`src/rtl/ring_seq.sv`:
```
module ring_seq #(
  parameter int N = 4
) (
  input  logic         clk,
  input  logic         rst_n,
  input  logic         en,
  input  logic         seed_we,
  input  logic [N-1:0] seed_val,
  output logic [N-1:0] state
);

  localparam logic [N-1:0] HOME = {{(N-1){1'b0}}, 1'b1};

  logic [N-1:0] q;
  logic         head_in;

  assign head_in = ~|q[N-2:0];
  assign state   = q;

  always_ff @(posedge clk) begin
    if (!rst_n)       q <= HOME;
    else if (seed_we) q <= seed_val;
    else if (en)      q <= {q[N-2:0], head_in};
  end

endmodule

```
`config.mk`:
```
export PLATFORM = sky130hd
export DESIGN_NAME = ring_seq
export DESIGN_NICKNAME = d
export VERILOG_FILES = /design/src/rtl/ring_seq.sv
export SDC_FILE = /design/constraint.sdc
export NUM_CORES = 1
export LEC_CHECK = 0
export ABC_AREA = 0
export BUFFER_PORTS_ARGS = -buffer_cell sky130_fd_sc_hd__buf_2
export CORE_AREA = 3 3 40 42
export CTS_BUF_LIST = sky130_fd_sc_hd__clkbuf_4
export DETAILED_ROUTE_END_ITERATION = 16
export DIE_AREA = 0 0 43 45
export HOLD_SLACK_MARGIN = 0.02
export PLACE_DENSITY = 0.44
export SLEW_MARGIN = 10
export SYNTH_ARGS = -nofsm -noshare
export SYNTH_HDL_FRONTEND = slang
export SYNTH_SLANG_ARGS = --single-unit
```
`constraint.sdc`:
```
create_clock -name clk -period 1.3 [get_ports clk]
set_input_delay 0 -clock clk [delete_from_list [all_inputs] [get_ports clk]]
set_output_delay 0 -clock clk [all_outputs]
set_load 0.01 [all_outputs]
```
# Yosys cells after proc, flatten, opt, wreduce, memory -nomap -nowiden
# Cells that the tools add are included.
[word_totals] n_memories=0 latch_bits=0 regBits=4 ramBits=0 wordCells=6 in_bits=8 romBits=0
[op_classes] eq_ne=0 addsub=0 n_div=0 n_mul=0 n_reduce_logical=3 n_bitwise=0 mux=2 shift=0 n_lt_le_gt_ge=0
[ops] op="two-way mux 4 bit" n=2
[ops] op="OR reduction 3 bit" n=1
[ops] op="nonzero test 2 bit" n=1
[ops] op="logical NOT 1 bit" n=1

# Depth between registers and ports, before layout
# Gate-level depths: netlist of the first run.
[logic_depth] word_depth=4 ltp_mapped=2 depth_no_buf=2

# Least setup slack after synthesis of the first run
# OpenSTA, ideal clock, no wires.
[synth_path] path_type="reg2reg" from="register q[2] (netlist: state[2])" to="register q[0] (netlist: state[0])" n_path_buf=0 arrival_time_ns=1.047 path_stages_with_launch=3 setup_ns=0.077 slack_ns=0.176 path_cell_list="dfxtp_1 or4b_1 a41oi_2"
[synth_between] elab_chain_cells=4
[synth_lines] element="from (decl)" line="14" text="logic [N-1:0] q;"
[synth_lines] element="from (signal assigned)" line="22" text="else if (seed_we) q <= seed_val;"
[synth_lines] element="from (signal assigned)" line="23" text="else if (en) q <= {q[N-2:0], head_in};"
[synth_lines] element="OR reduction 3 bit" line="17" text="assign head_in = ~|q[N-2:0];"
[synth_lines] element="logical NOT 1 bit" line="17"
[synth_lines] element="two-way mux 4 bit" line="23"
[synth_lines] element="two-way mux 4 bit" line="22"
# Every way passes these cells. The select of a mux whose other input is x is not followed.
# A chain may end at the register's enable or synchronous reset.

# Worst setup path after layout of the first run
# Ends and elaborated chain as after synthesis.

==> results of run 1 <==
==> final timing paths <==
kind | endpoint | cells past startpoint | slack [ns]
setup / recovery | state[0]$_SDFFE_PN1P_ | 2 | 0.18
hold / removal | state[1]$_SDFFE_PN0P_ | 3 | 0.07
setup reg to reg | state[0]$_SDFFE_PN1P_ | 2 | 0.18
hold reg to reg | state[3]$_SDFFE_PN0P_ | 2 | 0.55
==> where the power goes <==
part	internal [mW]	switching (mW)	total, mW
Sequential	0.133	0.00729	0.141
Clock	0.103	0.0492	0.152
Combinational	0.0310	0.0264	0.0574
Total	0.268	0.0829	0.350
==> cell families after synthesis <==
family          Yosys count  synth area share, %
compound gates            4                19.38
flops                     4                40.00
buf+inv                   2                3.751
mux                       3                15.00
simple gates              6                21.88
==> routing by layer <==
metal	global-route usage [%]	wire, um	vias to the layer above
li1	-	-	100
met1	5.981	216	80
met2	7.186	173	12
met3	2.390	36	4
met4	14.46	46	0
met5	0	0	-
==> repair_timing <==
| item | in CTS | in global routing |
|---|---|---|
| gates resized for setup | 0 | 0 |
| hold buffers | 1 | 0 |
| hold endpoints to repair | 1 | 0 |
| endpoints found under the setup margin | 0 | 0 |
==> synthesized netlist by cell type <==
| cell | number |
|---|---|
| sky130_fd_sc_hd__nor2b_1 | 3 |
| sky130_fd_sc_hd__dfxtp_1 | 4 |
| sky130_fd_sc_hd__a211oi_1 | 3 |
| sky130_fd_sc_hd__inv_1 | 2 |
| sky130_fd_sc_hd__and3b_1 | 1 |
| sky130_fd_sc_hd__nand2b_1 | 1 |
| sky130_fd_sc_hd__a41oi_2 | 1 |
| sky130_fd_sc_hd__or4b_1 | 1 |
| sky130_fd_sc_hd__mux2i_1 | 3 |
==> per-stage QoR <==
step	cells	instance area [sq um]	utilization (%)	power, mW
global route	49	306.5	23.86	0.3767
detailed placement	45	274.0	21.32	0.1991
floorplan	19	200.2	-	0.1708
CTS	49	306.5	23.86	0.3580
global placement	45	274.0	21.32	0.1986
finish	49	306.5	23.86	0.3505
==> cell type report <==
type	count	area [sq um]
fillers	154	978.4
inverters	2	7.507
multi-input cells	13	112.6
flip-flops and latches	4	80.08
well taps	15	18.77
repair buffers	12	65.06
clock buffers	3	22.52
==> critical path, delay by kind of cell (launching register included) <==
kind | cells | cell delay (ns)
flops | 1 | 0.32
compound gates | 1 | 0.19
simple gates | 1 | 0.54
==> results.ini, run 1 <==
[status]
status=completed

[floorplanning]
design.die.area_sq_mm=0.001935
num_io_pins=12
die_height_um=45
fp.dieW_um=43
fp-row-count=13
core-area_sq_mm=0.001285
initial_core_util_pct=15.58

[yosys]
syn_avg_cell_area_sq_um=10.54
synthCells=19
yosys_register_bits=4
yosysTopAreaCellShare_pct=40.00
syn-cell-area_sq_um=200.2
synth.top_cells.by_area=sky130_fd_sc_hd__dfxtp_1 (40%), sky130_fd_sc_hd__mux2i_1 (15%), sky130_fd_sc_hd__a211oi_1 (11%)
ys_types=9
synth.largest_area_cell=sky130_fd_sc_hd__dfxtp_1
synth_nets=27
synth_seq_area_share_pct=40.00
yosys_warnings=0

[critical_path]
timing.critical_path.from_type=flip-flop
path_cells=or4b_1 -> a41oi_2
path_class=flip-flop to flip-flop
timing.critical_path.arrival_ns=1.28
critPathMaxFanout=4
crit-reg2reg-launch=state[2]$_SDFFE_PN0P_
setup.worst_path.start=state[2]$_SDFFE_PN0P_
worst_setup_path_end_kind=flip-flop
stage_delay_of_the_slowest_cell_on_the_critical_path_ns=0.54
standard_cell_with_the_maximum_stage_delay_on_the_critical_path=sky130_fd_sc_hd__or4b_1
cp.required_ns=1.46

[global_routing]
grt_first_pass_wirelength_um=745
maximum_number_of_pins_on_one_net_before_global_route_repair=6
grt_pass1_vias=190
initial_antenna_violation_count=0
globalRoute.totalOverflow=0
grt.total_usage_pct=6.561

[min_path]
worst_hold_path_type=input port to flip-flop
holdCritStartpoint=seed_val[1]

[pwr]
vdd_ir_drop_max_mv=0.2567
pwr_density_cell_mw_per_mm2=1143
leakage_nw=0.1479

[drt]
antenna_violating_nets_post_route=0
drt_pre_antenna_iters=2
vias=196
first_iter_violations=2
drt-total-wl_um=473
residual_drc=0
drt-wirelength-per-cell_um=9.653
avgViaCountPerCell=4.000

[timing]
layout_worst_path_cycle_share_pct=86.24
skew_ns=0.002930
timing.final.setup_violations=0
sum_of_negative_setup_slack_ns=0
layout_min_cycle_time_ns=1.121
rsz0062_at_grt=false
timing_worst_slew_pin_value_ns=0.1521
hold_viol_final=0
slew_headroom_pct=89.57
max_clock_freq_mhz=892.0
report.final.slew_viol_count=0
layout_setup_ws_ns=0.1789
hold_slack_ns=0.06628

[clocking]
cts.reportedPaths.clkPinSlew_ns=0.04
cts_root_buffer=sky130_fd_sc_hd__clkbuf_4
clock-sinks=4
cts_htree_levels=1
tritoncts.num_buffers=3
max-clock-path-buffers=2
tritoncts=built
clk_latency_worst_skew_pair_ns=0.24
cts_setup_buffers=0

[cells_and_area]
flow.area_growth_from_synthesis_pct=53.12
final_layout_size_suffix_gt1_share_pct=44.12
antennaDiodeCount=0
final_common_cell=sky130_fd_sc_hd__buf_2
largest_register_ffs=4
layout.cells.most_common_list=sky130_fd_sc_hd__buf_2 (11), sky130_fd_sc_hd__dfxtp_1 (4)
design.final.nets=44

[run]
max-cap-violations=0

[placed_design]
io_buffer_count=11
place_worst_setup_slack_ns=0.1761
gp_congestion=0.6955

(Power assumes the default switching activity.)
==> run 2: changes to the inputs <==
- CTS_CLUSTER_DIAMETER: not set -> 40
- PLACE_DENSITY: 0.44 -> not set
- clock period: 1.3 -> 1 ns (I/O delays scaled with it)
==> results.ini, run 2 (synthesis gave the netlist of run 1 again) <==
[min_path]
holdCritStartpoint=rst_n
worst_hold_path_type=input port to flip-flop

[placed_design]
gp_congestion=0.7534
io_buffer_count=11
place.detailed.instances=48
dp.final_hpwl_um=410.9

[clocking]
cts_htree_levels=1
tritoncts.num_buffers=3
clock-sinks=4
cts.reportedPaths.clkPinSlew_ns=0.04
cts_root_buffer=sky130_fd_sc_hd__clkbuf_4
max-clock-path-buffers=2
tritoncts=built
clk_latency_worst_skew_pair_ns=0.24
cts_setup_buffers=0

[pwr]
pwr_density_cell_mw_per_mm2=1436
vdd_ir_drop_max_mv=0.3058
cell_internal_pwr_uw=362.5
share_comb_of_total_power_pct=19.9
sequentialPowerShare_pct=37.5
power.share.clock_pct=42.7
power_switching_share_pct=24.72
switching_power_uw=119.1
leakage_nw=0.1642

[critical_path]
timing.critical_path.from_type=flip-flop
path_class=flip-flop to flip-flop
timing.critical_path.arrival_ns=1.20
worst_setup_path_end_kind=flip-flop
setup.worst_path.start=state[0]$_SDFFE_PN1P_
cp.required_ns=1.16
critPathMaxFanout=2
crit-reg2reg-launch=state[0]$_SDFFE_PN1P_

[cells_and_area]
flow.area_growth_from_synthesis_pct=67.50
largest_register_ffs=4
antennaDiodeCount=0
design.final.nets=47
instances_no_fill=52
layout_filler_cell_count=144
seq_area_sq_um=82.58
final_common_cell=sky130_fd_sc_hd__buf_2
multi_input_area_sq_um=116.4
final_layout_size_suffix_gt1_share_pct=56.76

[drt]
drt_pre_antenna_iters=2
drt-total-wl_um=512
antenna_violating_nets_post_route=0
residual_drc=0
avgViaCountPerCell=3.942
first_iter_violations=3
vias=205
drt-wirelength-per-cell_um=9.846

[global_routing]
grt_first_pass_wirelength_um=848
globalRoute.totalOverflow=0
grt.total_usage_pct=6.744
initial_antenna_violation_count=0
maximum_number_of_pins_on_one_net_before_global_route_repair=6
grt_pass1_vias=225

[floorplanning]
design.die.area_sq_mm=0.001935
core-area_sq_mm=0.001285
fp.dieW_um=43
initial_core_util_pct=15.58
die_height_um=45
fp-row-count=13
num_io_pins=12

[timing]
timing_worst_slew_pin_value_ns=0.1673
layout_setup_ws_ns=-0.04456
skew_ns=0.002688
sum_of_negative_setup_slack_ns=-0.04456
slew_headroom_pct=88.53
layout_worst_path_cycle_share_pct=104.5
timing.final.setup_violations=1
rsz0062_at_grt=true
hold_viol_final=0
report.final.slew_viol_count=0
max_clock_freq_mhz=957.3
layout_min_cycle_time_ns=1.045

[status]
violations=setup timing
status=finished, violations left

[run]
max-cap-violations=0

[run 2: worst paths after layout]
| path | end | slack [ns] | depth (start not counted) |
|---|---|---|---|
| worst max register to register | state[0]$_SDFFE_PN1P_ | -0.04 | 2 |
| worst min-delay path | state[1]$_SDFFE_PN0P_ | 0.05 | 3 |
| worst max-delay path | state[0]$_SDFFE_PN1P_ | -0.04 | 2 |
| worst min register to register | state[0]$_SDFFE_PN1P_ | 0.54 | 2 |
[run 2: what timing repair did]
item                                    4_1_cts  5_1_grt
resized for setup                             0        1
endpoints found under the setup margin        1        1
hold endpoints to repair                      1        0
hold buffers                                  1        0
pin swaps                                     2        0
[run 2: final cells by class]
type	instances	area share, %
timing repair buffer	15	26.12
sequential	4	24.63
tap	15	5.597
multi-input combinational	13	34.70
inverter	2	2.239
clock buffer	3	6.716
[run 2: critical path, stage by stage (launching register included)]
cell and delay (ns):
sky130_fd_sc_hd__dfxtp_2 0.31, sky130_fd_sc_hd__or4b_4 0.53, sky130_fd_sc_hd__a41oi_2 0.13
[run 2: stage by stage]
step	hold WS, ns	instance area [sq um]	setup WS (ns)	util, %	total power, mW
final	0.04648	335.3	-0.04456	26.10	0.4815
after global placement	0.2646	299.0	-0.05041	23.27	0.2728
after CTS	0.04748	331.6	-0.05773	25.80	0.4880
after detailed placement	0.2624	299.0	-0.06601	23.27	0.2753
after floorplan	0.1339	202.7	-0.08202	-	0.2235
after global routing	0.1001	335.3	-0.06559	26.10	0.4995
[run 2: routing by layer]
layer	vias up	wire, um	GRT usage [%]
met5	-	0	0
met4	0	25	10.84
met3	3	74	3.984
met2	14	184	7.485
met1	82	227	6.747
li1	106	-	-
[run 2: power by group through the flow]
stage	clock, mW	sequential (mW)	combinational [mW]
floorplan	0	0.192	0.0313
global placement	0	0.182	0.0905
detailed placement	0	0.183	0.0926
CTS	0.212	0.180	0.0960
global route	0.209	0.182	0.108
finish	0.205	0.181	0.0956
